$ cat src/rtl/i2s_tx_pkg.sv
package i2s_tx_pkg;
  typedef enum logic {
    ST_WAIT_RISE = 1'b0,
    ST_RUN       = 1'b1
  } tx_state_e;
endpackage

$ cat src/rtl/i2s_tx_edge.sv
module i2s_tx_edge #(
  parameter int SYNC_STAGES = 2
) (
  input  logic clk_i,
  input  logic rst_ni,
  input  logic bclk_i,
  input  logic ws_i,
  output logic bclk_fall_o,
  output logic ws_rise_o,
  output logic ws_fall_o
);
  localparam int LAST = SYNC_STAGES - 1;

  logic [LAST:0] bclk_sr, ws_sr;
  logic bclk_d, ws_q, bclk_s, ws_s, bclk_rise;

  always_ff @(posedge clk_i or negedge rst_ni) begin
    if (!rst_ni) begin
      bclk_sr <= '0;
      ws_sr   <= '0;
    end else begin
      bclk_sr <= {bclk_sr[LAST-1:0], bclk_i};
      ws_sr   <= {ws_sr[LAST-1:0], ws_i};
    end
  end

  assign bclk_s = bclk_sr[LAST];
  assign ws_s   = ws_sr[LAST];

  always_ff @(posedge clk_i or negedge rst_ni) begin
    if (!rst_ni) begin
      bclk_d <= 1'b0;
      ws_q   <= 1'b0;
    end else begin
      bclk_d <= bclk_s;
      if (bclk_rise) ws_q <= ws_s;  // word select sampled on bit-clock rise
    end
  end

  assign bclk_rise   = bclk_s & ~bclk_d;
  assign bclk_fall_o = ~bclk_s & bclk_d;
  assign ws_rise_o   = bclk_rise & ws_s & ~ws_q;
  assign ws_fall_o   = bclk_rise & ~ws_s & ws_q;
endmodule

$ cat src/rtl/i2s_tx_hold.sv
module i2s_tx_hold #(
  parameter int WORD_W = 16
) (
  input  logic              clk_i,
  input  logic              rst_ni,
  input  logic              en_i,
  input  logic              in_valid_i,
  input  logic [WORD_W-1:0] in_data_i,
  output logic              in_ready_o,
  input  logic              take_i,
  output logic              out_valid_o,
  output logic [WORD_W-1:0] out_data_o
);
  logic              full_q;
  logic [WORD_W-1:0] data_q;
  logic              in_fire;

  assign in_ready_o  = en_i & ~full_q;
  assign in_fire     = in_valid_i & in_ready_o;
  // bypass: a word arriving in the load cycle feeds the slot directly
  assign out_valid_o = full_q | in_fire;
  assign out_data_o  = full_q ? data_q : in_data_i;

  always_ff @(posedge clk_i or negedge rst_ni) begin
    if (!rst_ni) begin
      full_q <= 1'b0;
      data_q <= '0;
    end else if (!en_i) begin
      full_q <= 1'b0;
    end else if (take_i) begin
      full_q <= 1'b0;
    end else if (in_fire) begin
      full_q <= 1'b1;
      data_q <= in_data_i;
    end
  end
endmodule

$ cat src/rtl/i2s_tx_shift.sv
module i2s_tx_shift #(
  parameter int WORD_W = 16
) (
  input  logic              clk_i,
  input  logic              rst_ni,
  input  logic              clear_i,
  input  logic              load_i,
  input  logic [WORD_W-1:0] load_data_i,
  input  logic              shift_i,
  output logic              sd_o
);
  logic [WORD_W-1:0] sreg_q;

  always_ff @(posedge clk_i or negedge rst_ni) begin
    if (!rst_ni)      sreg_q <= '0;
    else if (clear_i) sreg_q <= '0;
    else if (load_i)  sreg_q <= load_data_i;
    else if (shift_i) sreg_q <= {sreg_q[WORD_W-2:0], 1'b0};
  end

  assign sd_o = sreg_q[WORD_W-1];
endmodule

$ cat src/rtl/i2s_slave_tx.sv
module i2s_slave_tx
  import i2s_tx_pkg::*;
#(
  parameter int WORD_W      = 16,
  parameter int SYNC_STAGES = 2
) (
  input  logic              clk_i,
  input  logic              rst_ni,
  input  logic              en_i,
  input  logic              mono_i,
  input  logic              bclk_i,
  input  logic              ws_i,
  output logic              sd_o,
  input  logic              s_valid_i,
  input  logic [WORD_W-1:0] s_data_i,
  output logic              s_ready_o,
  output logic              sync_o,
  output logic              underrun_o,
  input  logic              underrun_clr_i
);
  tx_state_e state_q;
  logic bclk_fall, ws_rise, ws_fall;
  logic pend_q, pend_use_q;
  logic load, take, hold_valid;
  logic [WORD_W-1:0] hold_data, load_data;
  logic sync_q, underrun_q;

  i2s_tx_edge #(.SYNC_STAGES(SYNC_STAGES)) u_edge (
    .clk_i      (clk_i),
    .rst_ni     (rst_ni),
    .bclk_i     (bclk_i),
    .ws_i       (ws_i),
    .bclk_fall_o(bclk_fall),
    .ws_rise_o  (ws_rise),
    .ws_fall_o  (ws_fall)
  );

  always_ff @(posedge clk_i or negedge rst_ni) begin
    if (!rst_ni) begin
      state_q    <= ST_WAIT_RISE;
      pend_q     <= 1'b0;
      pend_use_q <= 1'b0;
      sync_q     <= 1'b0;
    end else if (!en_i) begin
      state_q    <= ST_WAIT_RISE;
      pend_q     <= 1'b0;
      pend_use_q <= 1'b0;
      sync_q     <= 1'b0;
    end else begin
      sync_q <= (state_q == ST_WAIT_RISE) && ws_rise;
      if (state_q == ST_WAIT_RISE) begin
        if (ws_rise) state_q <= ST_RUN;  // the slot now starting is right: skip it
      end else if (ws_rise || ws_fall) begin
        pend_q     <= 1'b1;
        pend_use_q <= mono_i ? ws_fall : 1'b1;
      end else if (bclk_fall && pend_q) begin
        pend_q <= 1'b0;
      end
    end
  end

  assign load      = bclk_fall & pend_q;
  assign take      = load & pend_use_q;
  assign load_data = (take && hold_valid) ? hold_data : '0;

  i2s_tx_hold #(.WORD_W(WORD_W)) u_hold (
    .clk_i      (clk_i),
    .rst_ni     (rst_ni),
    .en_i       (en_i),
    .in_valid_i (s_valid_i),
    .in_data_i  (s_data_i),
    .in_ready_o (s_ready_o),
    .take_i     (take),
    .out_valid_o(hold_valid),
    .out_data_o (hold_data)
  );

  i2s_tx_shift #(.WORD_W(WORD_W)) u_shift (
    .clk_i      (clk_i),
    .rst_ni     (rst_ni),
    .clear_i    (~en_i),
    .load_i     (load),
    .load_data_i(load_data),
    .shift_i    (bclk_fall & ~pend_q),
    .sd_o       (sd_o)
  );

  always_ff @(posedge clk_i or negedge rst_ni) begin
    if (!rst_ni)                  underrun_q <= 1'b0;
    else if (take && !hold_valid) underrun_q <= 1'b1;
    else if (underrun_clr_i)      underrun_q <= 1'b0;
  end

  assign sync_o     = sync_q;
  assign underrun_o = underrun_q;
endmodule

$ cat config.mk
export PLATFORM = sky130hd
export DESIGN_NAME = i2s_slave_tx
export DESIGN_NICKNAME = d
export VERILOG_FILES = /design/src/rtl/i2s_tx_pkg.sv /design/src/rtl/i2s_tx_edge.sv /design/src/rtl/i2s_tx_hold.sv /design/src/rtl/i2s_tx_shift.sv /design/src/rtl/i2s_slave_tx.sv
export SDC_FILE = /design/constraint.sdc
export NUM_CORES = 1
export LEC_CHECK = 0
export BUFFER_PORTS_ARGS = -buffer_cell sky130_fd_sc_hd__buf_4
export CAP_MARGIN = 0
export CORE_MARGIN = 5
export CORE_UTILIZATION = 50
export CTS_CLUSTER_SIZE = 30
export DETAILED_ROUTE_END_ITERATION = 8
export PLACE_DENSITY = 0.74
export SETUP_SLACK_MARGIN = 0.1
export SLEW_MARGIN = 20
export SYNTH_ARGS = -nofsm -noshare
export SYNTH_HDL_FRONTEND = slang
export SYNTH_SLANG_ARGS = --single-unit
$ cat constraint.sdc
create_clock -name clk_i -period 1.65 [get_ports clk_i]
set_input_delay 0.0825 -clock clk_i [delete_from_list [all_inputs] [get_ports clk_i]]
set_output_delay 0.0825 -clock clk_i [all_outputs]
set_load 0.01 [all_outputs]
==> out/results.ini <==
[outcome]
status=complete, no violations

[clock_tree]
htree_num_levels=2
tritoncts=done
cts_buffers=5
cts_root_buf=clkbuf_8
post_cts_buffers=0
cts.reportedPaths.clkPinSlew_ns=0.09
cts_buffer_depth=2
cts.sinks=44
ctsResizeCount=0
clock_latency_ns=0.30

[logic_synthesis]
async_flop_share_pct=100
synth_top_area_cell=dfrtp_1
synth_common_cells=44 x dfrtp_1, 17 x a21oi_1, 15 x mux2i_1, 15 x o22ai_1
yosysMostFrequentCell=dfrtp_1
ys_ff_latch=44
synth_flop_cell=dfrtp_1
synth_cells=163
syn_area_sq_mm=0.00207
seq_area_frac_synth_pct=53.3
synth_cell_types=30
yosys-top-cells-area=dfrtp_1 53%, mux2_4 7.3%, mux2i_1 7.3%
syn_area_per_cell_sq_um=12.7
ys_warn_count=0
synth_edf_count=0
yosysTopAreaCellShare_pct=53.3
syn-num-nets=187

[setup_path]
timing.rr.start=pend_use_q
reg2reg_to=u_hold.data_q[3]
cp-start-kind=flop
reg2reg_depth=4
crit_arrival_ns=1.69
cp_cell_sequence=and4b_1, nor3_4, buf_12, mux2_2
r2r_slack_ns=0.15
criticalPathCategory=flop to flop
path_max_fanout=16
crit_start=pend_use_q
worstPathRequired_ns=1.84
worstSetupEndpointType=flop
cp-endpoint=u_hold.data_q[3]
cpPeakStageDelay_ns=0.39
crit_slowest_cell=dfrtp_1

[power_and_ir_drop]
switching_share_pct=23.2
p_leak_nw=1.10
ir_worst_vdd_uv=706
power_frac_comb_pct=13.3
p_int_mw=1.85
seq_power_share_pct=50.6
power_per_cell_area_mw_per_mm2=973
clock_power_share_pct=36.1
power_switching_uw=560

[finish]
syn_to_final_growth_pct=20.1
nets=219
fillCellCount=307
multi_input_area_sq_um=877
area.sequential_sq_mm=0.00110
final_layout_size_suffix_gt1_share_pct=34.2
n_antenna_cell=0

[global_route]
busiest_layer=met2
grt_antenna_before_repair=0
grt_usage_pct=16.8
use_met3_pct=5.41
grt_pass1_vias=1495
grt_pass1_wl_mm=6.98
grt.overflow.total=0
grt_util_met1_pct=21.9
grt_max_degree=45
grt_util_met2_pct=25.2

[placed_design]
post-place-ws_ns=0.154
hpwl_mm=2.84
io_buffers=27
place_congestion=0.835

[floorplan]
core_area_sq_mm=0.00400
io_pins=28
die_y_um=74.3
die_w_um=74.3
die-area_sq_mm=0.00552
rows=23
start_util_pct=51.6

[timing]
fin_tns_setup_ns=0
rsz0062_at_grt=yes
hold_viol_final=0
fin_crit_sh_pct=90.9
worst_pin_slew_ns=0.568
clock_skew_ns=0.00668
fmax_ghz=0.666
relSlewSlack_pct=61.9
setup_viol=0
fin_crit_ns=1.50
report.final.slew_viol_count=0
finalWorstSetupSlack_ns=0.149

[hold_path]
hold_path_class=input pin to flop
hp-start=s_data_i[4]

[route]
post-route-drc-count=0
num_vias=1435
wl_mm=4.12
dr.pass1.iters=4
vias_per_cell=5.83
initialDrtViolationCount=80
detail_route.wl_per_cell_um=16.8
antenna_left=0

[run]
cap_violations=0

==> registers in the layout, indices dropped and copies added (netlist names) <==
name	count
u_edge.bclk_d	1
state_q	1
u_edge.ws_q	1
pend_use_q	1
u_hold.data_q	16
underrun_o	1
sync_o	1
u_hold.full_q	1
u_shift.sreg_q	16
u_edge.ws_sr	2
u_edge.bclk_sr	2
pend_q	1
==> critical path, delay by kind of cell, from the launching register on <==
family | cells | cell delay [ns]
and+or+nand+nor | 2 | 0.45
buffers and inverters | 1 | 0.19
DFF | 1 | 0.39
muxes | 1 | 0.34
==> layout by cell type, fill, tap and decap left out, types with 2 or more instances in the layout <==
cell type,instances
clkbuf_8,6
and4bb_2,5
o21ai_0,4
dlygate4sd3_1,4
mux2_2,7
nor2_1,2
and3_1,2
mux2i_1,15
inv_1,2
dfrtp_1,44
nand2_1,3
o22ai_1,15
nand3b_1,2
nand3_1,2
nor4bb_1,10
a21oi_1,17
buf_4,33
mux2_4,10
==> routing by layer <==
metal  part of all wire, %  vias up
met1                    44      713
li1                      -      673
met2                    48       38
met4                   2.4        0
met3                   5.2       11
met5                     0        -
==> metrics by stage <==
step / total power, mW / util, % / area [sq um] / hold WS [ns] / std cells
after floorplan: 1.44 / - / 2070 / -0.213 / 163
after global placement: 1.54 / 58.0 / 2320 / 0.0997 / 234
after detailed placement: 1.56 / 58.0 / 2320 / 0.112 / 234
after CTS: 2.44 / 62.0 / 2480 / 0.0131 / 246
after global routing: 2.53 / 62.0 / 2480 / 0.00344 / 246
final: 2.41 / 62.0 / 2480 / 0.0197 / 246
==> how the worst min path moves through the flow <==
| stage | endpoint | slack, ns | depth (start not counted) |
|---|---|---|---|
| after global placement | u_edge.ws_sr[0] | 0.1 | 1 |
| after global routing | u_hold.data_q[4] | 0.003 | 2 |
| after detailed placement | sync_o | 0.11 | 1 |
| after CTS | u_hold.data_q[4] | 0.01 | 2 |
| final | u_hold.data_q[4] | 0.02 | 2 |
| after floorplan | pend_q | -0.21 | 0 |
==> power groups by stage <==
stage | Sequential, mW | Combinational, mW | Clock, mW
6_report | 1.22 | 0.322 | 0.872
5_1_grt | 1.23 | 0.354 | 0.942
4_1_cts | 1.22 | 0.327 | 0.889
3_5_place_dp | 1.24 | 0.319 | 0
3_3_place_gp | 1.23 | 0.309 | 0
2_1_floorplan | 1.22 | 0.214 | 0
==> final cells by class <==
type,instances,share of cell area [%]
Clock buffer,6,3.33
Inverter,3,0.454
Multi-Input combinational cell,103,35.4
Timing Repair Buffer,38,12.4
Sequential cell,44,44.4
Clock inverter,2,1.56
Tap cell,50,2.52
==> cell families (layout without fill, tap and decap cells) <==
group	after synthesis	in the layout	share of synthesized area (%)
AND/OR/NAND/NOR	31	31	12.7
XOR/XNOR	1	1	0.424
AO/OA/AOI/OAI	39	39	11.0
multiplexers	32	32	18.4
flip-flops	44	44	53.3
buffers and inverters	16	49	4.24
==> repair_timing <==
item | CTS | global route
endpoints found under the setup margin | 0 | 6
hold endpoints to repair | 47 | 0
hold buffers | 4 | 0
(Power assumes the default switching activity.)
